--- config.mk ---
export PLATFORM = sky130hd
export DESIGN_NAME = pclk_halfstep_div
export DESIGN_NICKNAME = d
export VERILOG_FILES = /design/src/rtl/pclk_div_pkg.sv /design/src/rtl/clkdiv_src_pick.sv /design/src/rtl/clkdiv_half_acc.sv /design/src/rtl/clkdiv_cfg_stage.sv /design/src/rtl/pclk_halfstep_div.sv
export SDC_FILE = /design/constraint.sdc
export NUM_CORES = 1
export LEC_CHECK = 0
export ABC_AREA = 1
export CAP_MARGIN = 0
export CORE_MARGIN = 2
export CORE_UTILIZATION = 55
export CTS_CLUSTER_SIZE = 28
export DETAILED_ROUTE_END_ITERATION = 16
export DONT_BUFFER_PORTS = 1
export GPL_ROUTABILITY_DRIVEN = 0
export PLACE_DENSITY = 0.79
export RECOVER_POWER = 25
export SYNTH_ARGS = -nofsm -noshare
export SYNTH_HDL_FRONTEND = slang
export SYNTH_SLANG_ARGS = --single-unit
--- constraint.sdc ---
create_clock -name clk -period 2.6 [get_ports clk]
set_clock_uncertainty 0.05 [all_clocks]
set_input_delay 0.52 -clock clk [delete_from_list [all_inputs] [get_ports clk]]
set_output_delay 0.52 -clock clk [all_outputs]
set_load 0.005 [all_outputs]
--- src/rtl/pclk_div_pkg.sv ---
package pclk_div_pkg;

  // Placement of the source select field inside the 32-bit control word
  typedef enum logic [1:0] {
    SELF_HI2  = 2'd0,   // bits 31:30, four codes
    SELF_HI3  = 2'd1,   // bits 31:29, up to eight codes
    SELF_MID2 = 2'd2    // bits 29:28, four codes
  } sel_fmt_e;

  function automatic int sel_lsb(sel_fmt_e f);
    case (f)
      SELF_HI2:  return 30;
      SELF_HI3:  return 29;
      default:   return 28;
    endcase
  endfunction

  function automatic int sel_width(sel_fmt_e f);
    return (f == SELF_HI3) ? 3 : 2;
  endfunction

endpackage

--- src/rtl/clkdiv_src_pick.sv ---
module clkdiv_src_pick #(
  parameter int NUM_PAR = 8,
  parameter int IDX_W   = 3
) (
  input  logic [NUM_PAR-1:0] par_tick_i,
  input  logic [IDX_W-1:0]   src_i,
  output logic               hit_o
);
  logic [NUM_PAR-1:0] gated;

  for (genvar i = 0; i < NUM_PAR; i++) begin : g_gate
    assign gated[i] = par_tick_i[i] & (src_i == IDX_W'(i));
  end

  assign hit_o = |gated;
endmodule

--- src/rtl/clkdiv_half_acc.sv ---
module clkdiv_half_acc #(
  parameter int DIV_W = 8
) (
  input  logic             clk,
  input  logic             rst_n,
  input  logic             hit_i,
  input  logic [DIV_W-1:0] field_i,
  input  logic             restart_i,
  output logic             fire_o,
  output logic             tick_o
);
  localparam int ACC_W = DIV_W + 2;

  function automatic logic [ACC_W-1:0] thr_of(logic [DIV_W-1:0] f);
    return ACC_W'(f) + ACC_W'(2);
  endfunction

  function automatic logic [ACC_W-1:0] step_up(logic [ACC_W-1:0] a);
    return a + ACC_W'(2);
  endfunction

  logic [ACC_W-1:0] acc_q;
  logic [ACC_W-1:0] sum;
  logic [ACC_W-1:0] thr;

  assign thr    = thr_of(field_i);
  assign sum    = step_up(acc_q);
  assign fire_o = hit_i & (sum >= thr);

  always_ff @(posedge clk or negedge rst_n) begin
    if (!rst_n) begin
      acc_q  <= '0;
      tick_o <= 1'b0;
    end else begin
      tick_o <= fire_o;
      if (restart_i)
        acc_q <= '0;
      else if (hit_i)
        acc_q <= fire_o ? (sum - thr) : sum;
    end
  end

  // the remainder stays below the threshold of the active field
  p_acc_below_thr_r2: assert property (@(posedge clk) disable iff (!rst_n)
    acc_q < thr);

  // a field of zero turns every parent tick into an output tick
  p_pass_through_r1: assert property (@(posedge clk) disable iff (!rst_n)
    (hit_i && field_i == '0) |=> tick_o);
endmodule

--- src/rtl/clkdiv_cfg_stage.sv ---
module clkdiv_cfg_stage #(
  parameter int                 NUM_PAR    = 8,
  parameter int                 IDX_W      = 3,
  parameter int                 DIV_W      = 8,
  parameter int                 SEL_LSB    = 29,
  parameter int                 SEL_W      = 3,
  parameter logic [NUM_PAR-1:0] VALID_MASK = '1
) (
  input  logic             clk,
  input  logic             rst_n,
  input  logic             wr_i,
  input  logic [31:0]      word_i,
  input  logic             fire_i,
  output logic [DIV_W-1:0] div_act_o,
  output logic [IDX_W-1:0] src_act_o,
  output logic             apply_o
);
  logic [SEL_W-1:0] sel_raw;
  logic [IDX_W-1:0] sel_idx;
  logic             sel_ok;
  logic [DIV_W-1:0] div_new;
  logic [DIV_W-1:0] div_pend;
  logic [IDX_W-1:0] src_pend;
  logic             div_pv;
  logic             src_pv;
  logic             apply_div;
  logic             apply_src;
  logic [DIV_W-1:0] div_next;
  logic [IDX_W-1:0] src_next;

  assign sel_raw = word_i[SEL_LSB +: SEL_W];
  assign sel_idx = IDX_W'(sel_raw);
  assign sel_ok  = VALID_MASK[sel_idx];
  assign div_new = word_i[DIV_W-1:0];

  // Divider goes first; the source waits for a boundary with no divider pending
  assign apply_div = fire_i & div_pv;
  assign apply_src = fire_i & src_pv & ~div_pv;
  assign apply_o   = apply_div | apply_src;
  assign div_next  = apply_div ? div_pend : div_act_o;
  assign src_next  = apply_src ? src_pend : src_act_o;

  always_ff @(posedge clk or negedge rst_n) begin
    if (!rst_n) begin
      div_act_o <= '0;
      src_act_o <= '0;
      div_pend  <= '0;
      src_pend  <= '0;
      div_pv    <= 1'b0;
      src_pv    <= 1'b0;
    end else begin
      div_act_o <= div_next;
      src_act_o <= src_next;
      if (wr_i) begin
        div_pend <= div_new;
        div_pv   <= (div_new != div_next);
      end else if (apply_div) begin
        div_pv   <= 1'b0;
      end
      if (wr_i && sel_ok) begin
        src_pend <= sel_idx;
        src_pv   <= (sel_idx != src_next);
      end else if (apply_src) begin
        src_pv   <= 1'b0;
      end
    end
  end

  // the active source is always a wired, valid code
  p_src_valid_r5: assert property (@(posedge clk) disable iff (!rst_n)
    VALID_MASK[src_act_o]);

  // settings move only on an output-tick boundary
  p_change_on_fire_r6: assert property (@(posedge clk) disable iff (!rst_n)
    (div_act_o != $past(div_act_o) || src_act_o != $past(src_act_o)) |-> $past(fire_i));

  // never both fields at the same edge
  p_one_field_r7: assert property (@(posedge clk) disable iff (!rst_n)
    !(div_act_o != $past(div_act_o) && src_act_o != $past(src_act_o)));
endmodule

--- src/rtl/pclk_halfstep_div.sv ---
module pclk_halfstep_div
  import pclk_div_pkg::*;
#(
  parameter int                 NUM_PAR    = 8,
  parameter int                 DIV_W      = 8,
  parameter sel_fmt_e           SEL_FMT    = SELF_HI3,
  parameter logic [NUM_PAR-1:0] VALID_MASK = 8'h1F,
  localparam int                IDX_W      = $clog2(NUM_PAR)
) (
  input  logic               clk,
  input  logic               rst_n,
  input  logic               ctrl_wr_i,
  input  logic [31:0]        ctrl_word_i,
  input  logic [NUM_PAR-1:0] par_tick_i,
  output logic               tick_o,
  output logic [DIV_W-1:0]   div_eff_o,
  output logic [IDX_W-1:0]   src_eff_o
);
  localparam int SEL_LSB = sel_lsb(SEL_FMT);
  localparam int SEL_W   = sel_width(SEL_FMT);

  logic parent_hit;
  logic fire;
  logic apply;

  clkdiv_src_pick #(.NUM_PAR(NUM_PAR), .IDX_W(IDX_W)) u_pick (
    .par_tick_i (par_tick_i),
    .src_i      (src_eff_o),
    .hit_o      (parent_hit)
  );

  clkdiv_half_acc #(.DIV_W(DIV_W)) u_acc (
    .clk       (clk),
    .rst_n     (rst_n),
    .hit_i     (parent_hit),
    .field_i   (div_eff_o),
    .restart_i (apply),
    .fire_o    (fire),
    .tick_o    (tick_o)
  );

  clkdiv_cfg_stage #(
    .NUM_PAR(NUM_PAR), .IDX_W(IDX_W), .DIV_W(DIV_W),
    .SEL_LSB(SEL_LSB), .SEL_W(SEL_W), .VALID_MASK(VALID_MASK)
  ) u_cfg (
    .clk       (clk),
    .rst_n     (rst_n),
    .wr_i      (ctrl_wr_i),
    .word_i    (ctrl_word_i),
    .fire_i    (fire),
    .div_act_o (div_eff_o),
    .src_act_o (src_eff_o),
    .apply_o   (apply)
  );

  // each output tick traces back to a tick of the selected parent
  p_tick_from_parent_r8: assert property (@(posedge clk) disable iff (!rst_n)
    tick_o |-> $past(parent_hit));
endmodule

==> impl_metrics.csv, run 1 <==
group,metric,value,unit
timing,fin_ws,-0.419,ns
finish,final_cell_mix,"nand2_1, buf_4, inv_1",
finish,multiInputGateArea,1800,um2
route,postRouteAntennaNets,0,
timing,period_minus_slack,3.02,ns
global_route,grt_max_degree,36,
setup_path,critical_path.max_stage_delay,0.41,ns
setup_path,cp_slowest_cell,"dfrtp_1",
global_route,top_usage_layer,"met2",
timing,drv_slew,36,
setup_path,cp-start-kind,"flip-flop",
route,dr.first_iter.drc_count,171,
yosys,ys_ff_latch,35,
place,place_ws,-0.470,ns
timing,finalCritPeriodShare,116,%
yosys,avgSynthCellArea,7.40,um2
yosys,synthesis.nets,402,
yosys,synth_cell_types,36,
power_and_ir_drop,peakVddDrop,0.820,mV
yosys,netlist_area,2570,um2
floorplanning,core,4410,um2
cts,htreeDepth,2,
setup_path,setup.worst_path.start,"u_acc.acc_q[1]",
setup_path,worstReg2RegStart,"u_acc.acc_q[1]",
setup_path,crit_buf_inv,4,
cts,clk_pin_slew,0.07,ns
setup_path,end_kind,"flip-flop",
cts,cts-root-buf,"clkbuf_8",
setup_path,cp_common_cell,"nand2_1",
setup_path,required,2.74,ns
yosys,synthCells,347,
finish,seqCellArea,877,um2
timing,hold_viol,0,
global_route,met1_usage,34.0,%
cts,clk-insertion-delay-late,0.29,ns
floorplanning,start_util,58.1,%
global_route,grt_remaining_overflow,0,
power_and_ir_drop,power,6000,uW
run,maxCapViolCount,1,
finish,fillers,270,
route,drt_wl_total,7.67,mm
global_route,use_met2,51.8,%
timing,finalSetupViolations,19,
floorplanning,dieArea,5230,um2
min_path,hp-class,"in2reg",
cts,cts_buffer_depth,2,
cts,numCtsBuffers,5,
setup_path,arrival,3.15,ns
floorplanning,io_pins,55,
place,io_buffers,0,
cts,cts.sinks,35,
floorplanning,row_count,24,
floorplanning,dieHeight,72.3,um
global_route,grt_pass1_wl,11.8,mm
finish,mostFrequentLayoutCell,"nand2_1",
timing,maxSlewHeadroom,-26.8,%
outcome,status,"finished, violations left",
cts,cts_tree,"done",
power_and_ir_drop,p_per_area,1680,nW/um2
timing,worst-slew-pin-transition,1.90,ns
route,drc,0,
setup_path,reg2reg_setup_slack,-0.42,ns
timing,finalSetupTns,-4.62,ns
route,vias,2671,
setup_path,path_class,"reg2reg",
route,wire_per_inst,16.3,um
global_route,grt_util_met3,5.69,%
place,place_hpwl,4.59,mm
setup_path,crit_fanout,6,
finish,area_growth_syn_to_layout,39.4,%
timing,max_freq,331,MHz
outcome,violations,"max-capacitance violations, max-slew violations, negative setup slack",
route,vias_per_cell,5.66,
setup_path,path_cells,"ha_2 > buf_4 > buf_4 > xor2_2 > ha_1 > nand2_1 > nor2_1 > nand2_1 > nand3_2 > nand2_2 > nand2_4 > buf_6 > nand4_1 > nand3_1 > nand2_1 > inv_1 > nand2_1 > nor2_1 > nand2_1 > nand2_1 > nand2_1",
yosys,ys_warn_count,0,
timing,rsz0062_at_grt,"true",
finish,n_antenna_cell,0,
min_path,min_from,"ctrl_wr_i",
yosys,ys_seq_area_share,34.1,%
finish,fin_nets,474,
global_route,groute.usage.overall,28.9,%
power_and_ir_drop,power_leakage,0.00179,uW
finish,layout-drive-gt1-share,36.9,%
route,firstDrtPassIters,5,
floorplanning,die_w,72.3,um
setup_path,cpLargestDelayFamily,"simple AND/OR/NAND/NOR gates",
global_route,grt_antenna_before_repair,0,
global_route,grt_pass1_vias,2649,
[worst reg2reg max path, delay by kind of cell (launching register included)]
kind                     cells  cell delay, ns
adder cells (fa/ha/maj)      2            0.53
XOR/XNOR                     1            0.16
AND/OR/NAND/NOR             14            1.33
flip-flops                   1            0.41
buffers and inverters        4            0.46
[kinds of logic (layout without fill, tap and decap cells)]
logic type                 count (synthesis)  in the layout  synth area share (%)
adders and majority gates                 12             12                  6.14
and+or+nand+nor                          190            192                  35.9
xor gates and xnor gates                  17             17                  5.80
DFF                                       35             35                  34.1
buffers and inverters                     55            126                  9.41
AOI/OAI and AO/OA                         38             38                  8.63
[registers in the layout (all words and copies together), names as in the netlist]
| name | flops |
|---|---|
| u_cfg.src_act_o | 3 |
| u_cfg.src_pv | 1 |
| u_acc.acc_q | 10 |
| u_cfg.src_pend | 3 |
| u_cfg.div_pv | 1 |
| u_cfg.div_pend | 8 |
| u_acc.tick_o | 1 |
| u_cfg.div_act_o | 8 |
[repair_timing]
| action | CTS | global route |
|---|---|---|
| hold buffers | 1 | 0 |
| pin swaps | 25 | 16 |
| resized for setup | 51 | 37 |
| cloned | 2 | 0 |
| setup endpoints to repair | 24 | 24 |
| hold endpoints to repair | 35 | 0 |
| setup buffers | 11 | 10 |
[metrics by stage]
stage | util, % | cell area, um2 | instances | hold slack, ns
after floorplan | - | 2600 | 347 | 0.174
after global placement | 67.7 | 2990 | 444 | 0.176
after detailed placement | 67.7 | 2990 | 444 | 0.176
after CTS | 76.8 | 3390 | 465 | 0.00588
after global routing | 81.0 | 3580 | 472 | 0.285
final | 81.0 | 3580 | 472 | 0.284
[cell usage after synthesis, drive strengths merged]
master    n  area, um2
o21ai    17       85.1
xor2     14        123
ha       11        138
clkbuf    1       3.75
nand2   117        489
or2       2       12.5
o22ai     4       25.0
inv      48        180
nor3b     1       7.51
nand3    24        133
nand3b    7       52.6
a31oi     1       6.26
and2      1       6.26
buf       6       57.6
o211ai    4       30.0
a21oi    10       50.1
nor2     21        104
nand4    12       90.1
o32ai     2       25.0
xnor2     3       26.3
dfrtp    35        876
nor3      4       20.0
fa        1       20.0
nor4      1       6.26
[worst paths after layout]
path                                       to  cells after the start
max                              u_cfg.div_pv                     21
min                         u_cfg.div_pend[3]                      1
max reg2reg                      u_cfg.div_pv                     21
min reg2reg                 u_cfg.div_pend[7]                      2
max in group asynchronous  u_cfg.div_act_o[1]                      1
min in group asynchronous      u_acc.acc_q[9]                      1
[report_power, final]
group	total [uW]	switching, uW	internal, uW
combinational	4690	2520	2170
clock	387	200	188
sequential	923	190	733
total	6000	2910	3090
[layer usage]
metal | vias up | part of all wire, % | routed length, um
met1 | 1298 | 38 | 2880
met3 | 14 | 4.3 | 330
met4 | 0 | 2.0 | 151
met2 | 82 | 56 | 4310
li1 | 1277 | - | -
met5 | - | 0 | 0
[area by class of cell]
cell class                      count  area share, %
Sequential cell                    35           24.5
Clock inverter                      1          0.140
Tap cell                           52           1.82
Clock buffer                        7           2.13
Inverter                           48           5.25
Timing Repair Buffer               70           15.8
Multi-Input combinational cell    259           50.3
No activity file was read; power rests on OpenSTA's default activity.
==> run 2, diff against run 1 <==
CELL_PAD_IN_SITES_DETAIL_PLACEMENT = 0   (was unset)
CELL_PAD_IN_SITES_GLOBAL_PLACEMENT = 1   (was unset)
CORE_UTILIZATION = 41   (was 55)
PLACE_DENSITY = 0.72   (was 0.79)
==> impl_metrics.csv, run 2 (synthesized netlist as in run 1, its figures left out) <==
group,metric,value,unit
finish,layout-drive-gt1-share,34.1,%
cts,numCtsBuffers,5,
global_route,grt_max_degree,36,
cts,clk_pin_slew,0.08,ns
finish,n_antenna_cell,0,
route,vias,2446,
min_path,hp-class,"in2reg",
floorplanning,dieHeight,83.1,um
timing,finalSetupViolations,18,
timing,hold_viol,0,
global_route,grt_pass1_wl,11.0,mm
floorplanning,start_util,42.8,%
cts,cts-root-buf,"clkbuf_8",
power_and_ir_drop,pwr-share-clk,7.2,%
outcome,status,"finished, violations left",
finish,mostFrequentLayoutCell,"nand2_1",
setup_path,path_cells,"ha_2 > nand2_2 > nor2_4 > buf_6 > xor2_1 > inv_1 > ha_4 > nand2_1 > nand2_2 > a21oi_2 > nand3_2 > nand2_4 > nand2_8 > nand3_4 > buf_12 > nand2_4 > nor2_4 > inv_4 > buf_4 > o22ai_1",
route,drt_wl_total,6.46,mm
power_and_ir_drop,p_per_area,1580,nW/um2
power_and_ir_drop,p_seq_share,16.2,%
power_and_ir_drop,power,5610,uW
floorplanning,row_count,28,
setup_path,critical_path.max_stage_delay,0.38,ns
power_and_ir_drop,swShare,46.7,%
global_route,groute.usage.overall,19.4,%
power_and_ir_drop,p_comb_share,76.7,%
setup_path,reg2reg_to,"u_acc.acc_q[4]",
outcome,violations,"max-capacitance violations, max-slew violations, negative setup slack",
floorplanning,io_pins,55,
setup_path,cp-start-kind,"flip-flop",
place,io_buffers,0,
cts,cts.sinks,35,
global_route,grt_remaining_overflow,0,
min_path,whs_path_depth,2,
floorplanning,dieArea,6910,um2
finish,seqCellArea,877,um2
floorplanning,die_w,83.1,um
setup_path,crit_buf_inv,5,
finish,fin_util,59.3,%
setup_path,crit_fanout,8,
timing,period_minus_slack,2.94,ns
setup_path,cp_slowest_cell,"dfrtp_1",
finish,area_growth_syn_to_layout,38.4,%
cts,htreeDepth,2,
global_route,grt_antenna_before_repair,0,
run,maxCapViolCount,1,
timing,maxSlewHeadroom,-34.6,%
setup_path,reg2reg_depth,20,
setup_path,cpLargestDelayFamily,"simple AND/OR/NAND/NOR gates",
finish,largest_register_ffs,10,
finish,regMostFlops,"u_acc.acc_q",
route,dr.first_iter.drc_count,85,
timing,holdWs,0.287,ns
global_route,grt_pass1_vias,2442,
route,vias_per_cell,4.89,
timing,finalSetupTns,-3.77,ns
route,postRouteAntennaNets,0,
power_and_ir_drop,power_leakage,0.00178,uW
min_path,holdPathEnd,"u_cfg.div_pend[6]",
power_and_ir_drop,peakVddDrop,0.703,mV
setup_path,required,2.75,ns
route,wire_per_inst,12.9,um
timing,drv_slew,36,
setup_path,path_class,"reg2reg",
finish,reg_top3,"u_acc.acc_q (10), u_cfg.div_act_o (8), u_cfg.div_pend (8)",
finish,fin_nets,479,
cts,clk-insertion-delay-late,0.29,ns
setup_path,worstReg2RegStart,"u_acc.acc_q[1]",
cts,cts_buffer_depth,2,
floorplanning,core,5990,um2
setup_path,arrival,3.09,ns
timing,fin_ws,-0.336,ns
place,place_hpwl,4.71,mm
timing,max_freq,341,MHz
min_path,min_from,"ctrl_wr_i",
finish,final_cell_mix,"nand2_1, buf_4, inv_1",
route,drc,0,
timing,rsz0062_at_grt,"true",
power_and_ir_drop,p_switching,2620,uW
setup_path,end_kind,"flip-flop",
setup_path,reg2reg_setup_slack,-0.34,ns
finish,fillers,564,
timing,finalCritPeriodShare,113,%
timing,worst-slew-pin-transition,2.02,ns
power_and_ir_drop,p_int,2990,uW
cts,cts_tree,"done",
route,firstDrtPassIters,4,
finish,multiInputGateArea,1710,um2
[run 2: cell count changes in the layout (fill, tap and decap cells not counted), sizes merged]
cell	before	now
clkbuf	8	7
clkinvlp	0	1
buf	69	74
[run 2: worst register-to-register path, stage by stage (launching register included)]
cell and delay (ns):
dfrtp_1 0.38, ha_2 0.20, nand2_2 0.06, nor2_4 0.13, buf_6 0.11, xor2_1 0.15, inv_1 0.11, ha_4 0.27
nand2_1 0.08, nand2_2 0.06, a21oi_2 0.18, nand3_2 0.12, nand2_4 0.10, nand2_8 0.08, nand3_4 0.13, buf_12 0.13
nand2_4 0.04, nor2_4 0.15, inv_4 0.08, buf_4 0.13, o22ai_1 0.10
[run 2: power by group through the flow]
stage	Sequential, uW	Clock [uW]	Combinational [uW]
floorplan	896	0	2260
global placement	892	0	3420
detailed placement	900	0	3460
CTS	906	412	3880
global route	930	437	4780
finish	907	401	4300
[run 2: how the worst max path moves through the flow]
stage | start | end | slack [ns] | cells past startpoint
finish | u_acc.acc_q[1] | u_acc.acc_q[4] | -0.34 | 20
global route | u_acc.acc_q[1] | u_cfg.div_pv | -0.61 | 23
CTS | u_acc.acc_q[1] | u_cfg.div_pv | -0.36 | 23
detailed placement | u_acc.acc_q[3] | u_cfg.div_pv | -0.51 | 21
global placement | u_acc.acc_q[1] | u_cfg.div_pv | -0.45 | 21
floorplan | u_acc.acc_q[1] | u_cfg.div_pv | -0.11 | 22
[run 2: area by class of cell]
class,count,area share [%]
clock inverters,2,0.352
well taps,75,2.64
inverters,48,5.14
repair buffers,75,16.8
multi-input cells,259,48.3
flip-flops and latches,35,24.7
clock buffers,6,2.04
[run 2: per-stage QoR]
step,setup slack [ns],cell area [um2],instances
after floorplan,-0.112,2600,347
after global placement,-0.447,3080,475
after detailed placement,-0.512,3080,475
after CTS,-0.363,3410,494
after global routing,-0.608,3550,500
final,-0.336,3550,500
[run 2: what timing repair did]
action,4_1_cts,5_1_grt
hold endpoints to repair,35,0
cloned,2,0
resized for setup,28,23
hold buffers,1,0
setup buffers,8,7
pin swaps,16,18
setup endpoints to repair,24,24
[run 2: metal layers]
layer	share of wire (%)	wire (um)	GRT usage, %	vias up
li1	-	-	-	1287
met1	44	2860	23.0	1110
met2	50	3240	34.4	37
met3	3.3	211	4.08	12
met4	2.3	146	7.30	0
met5	0	0	0	-
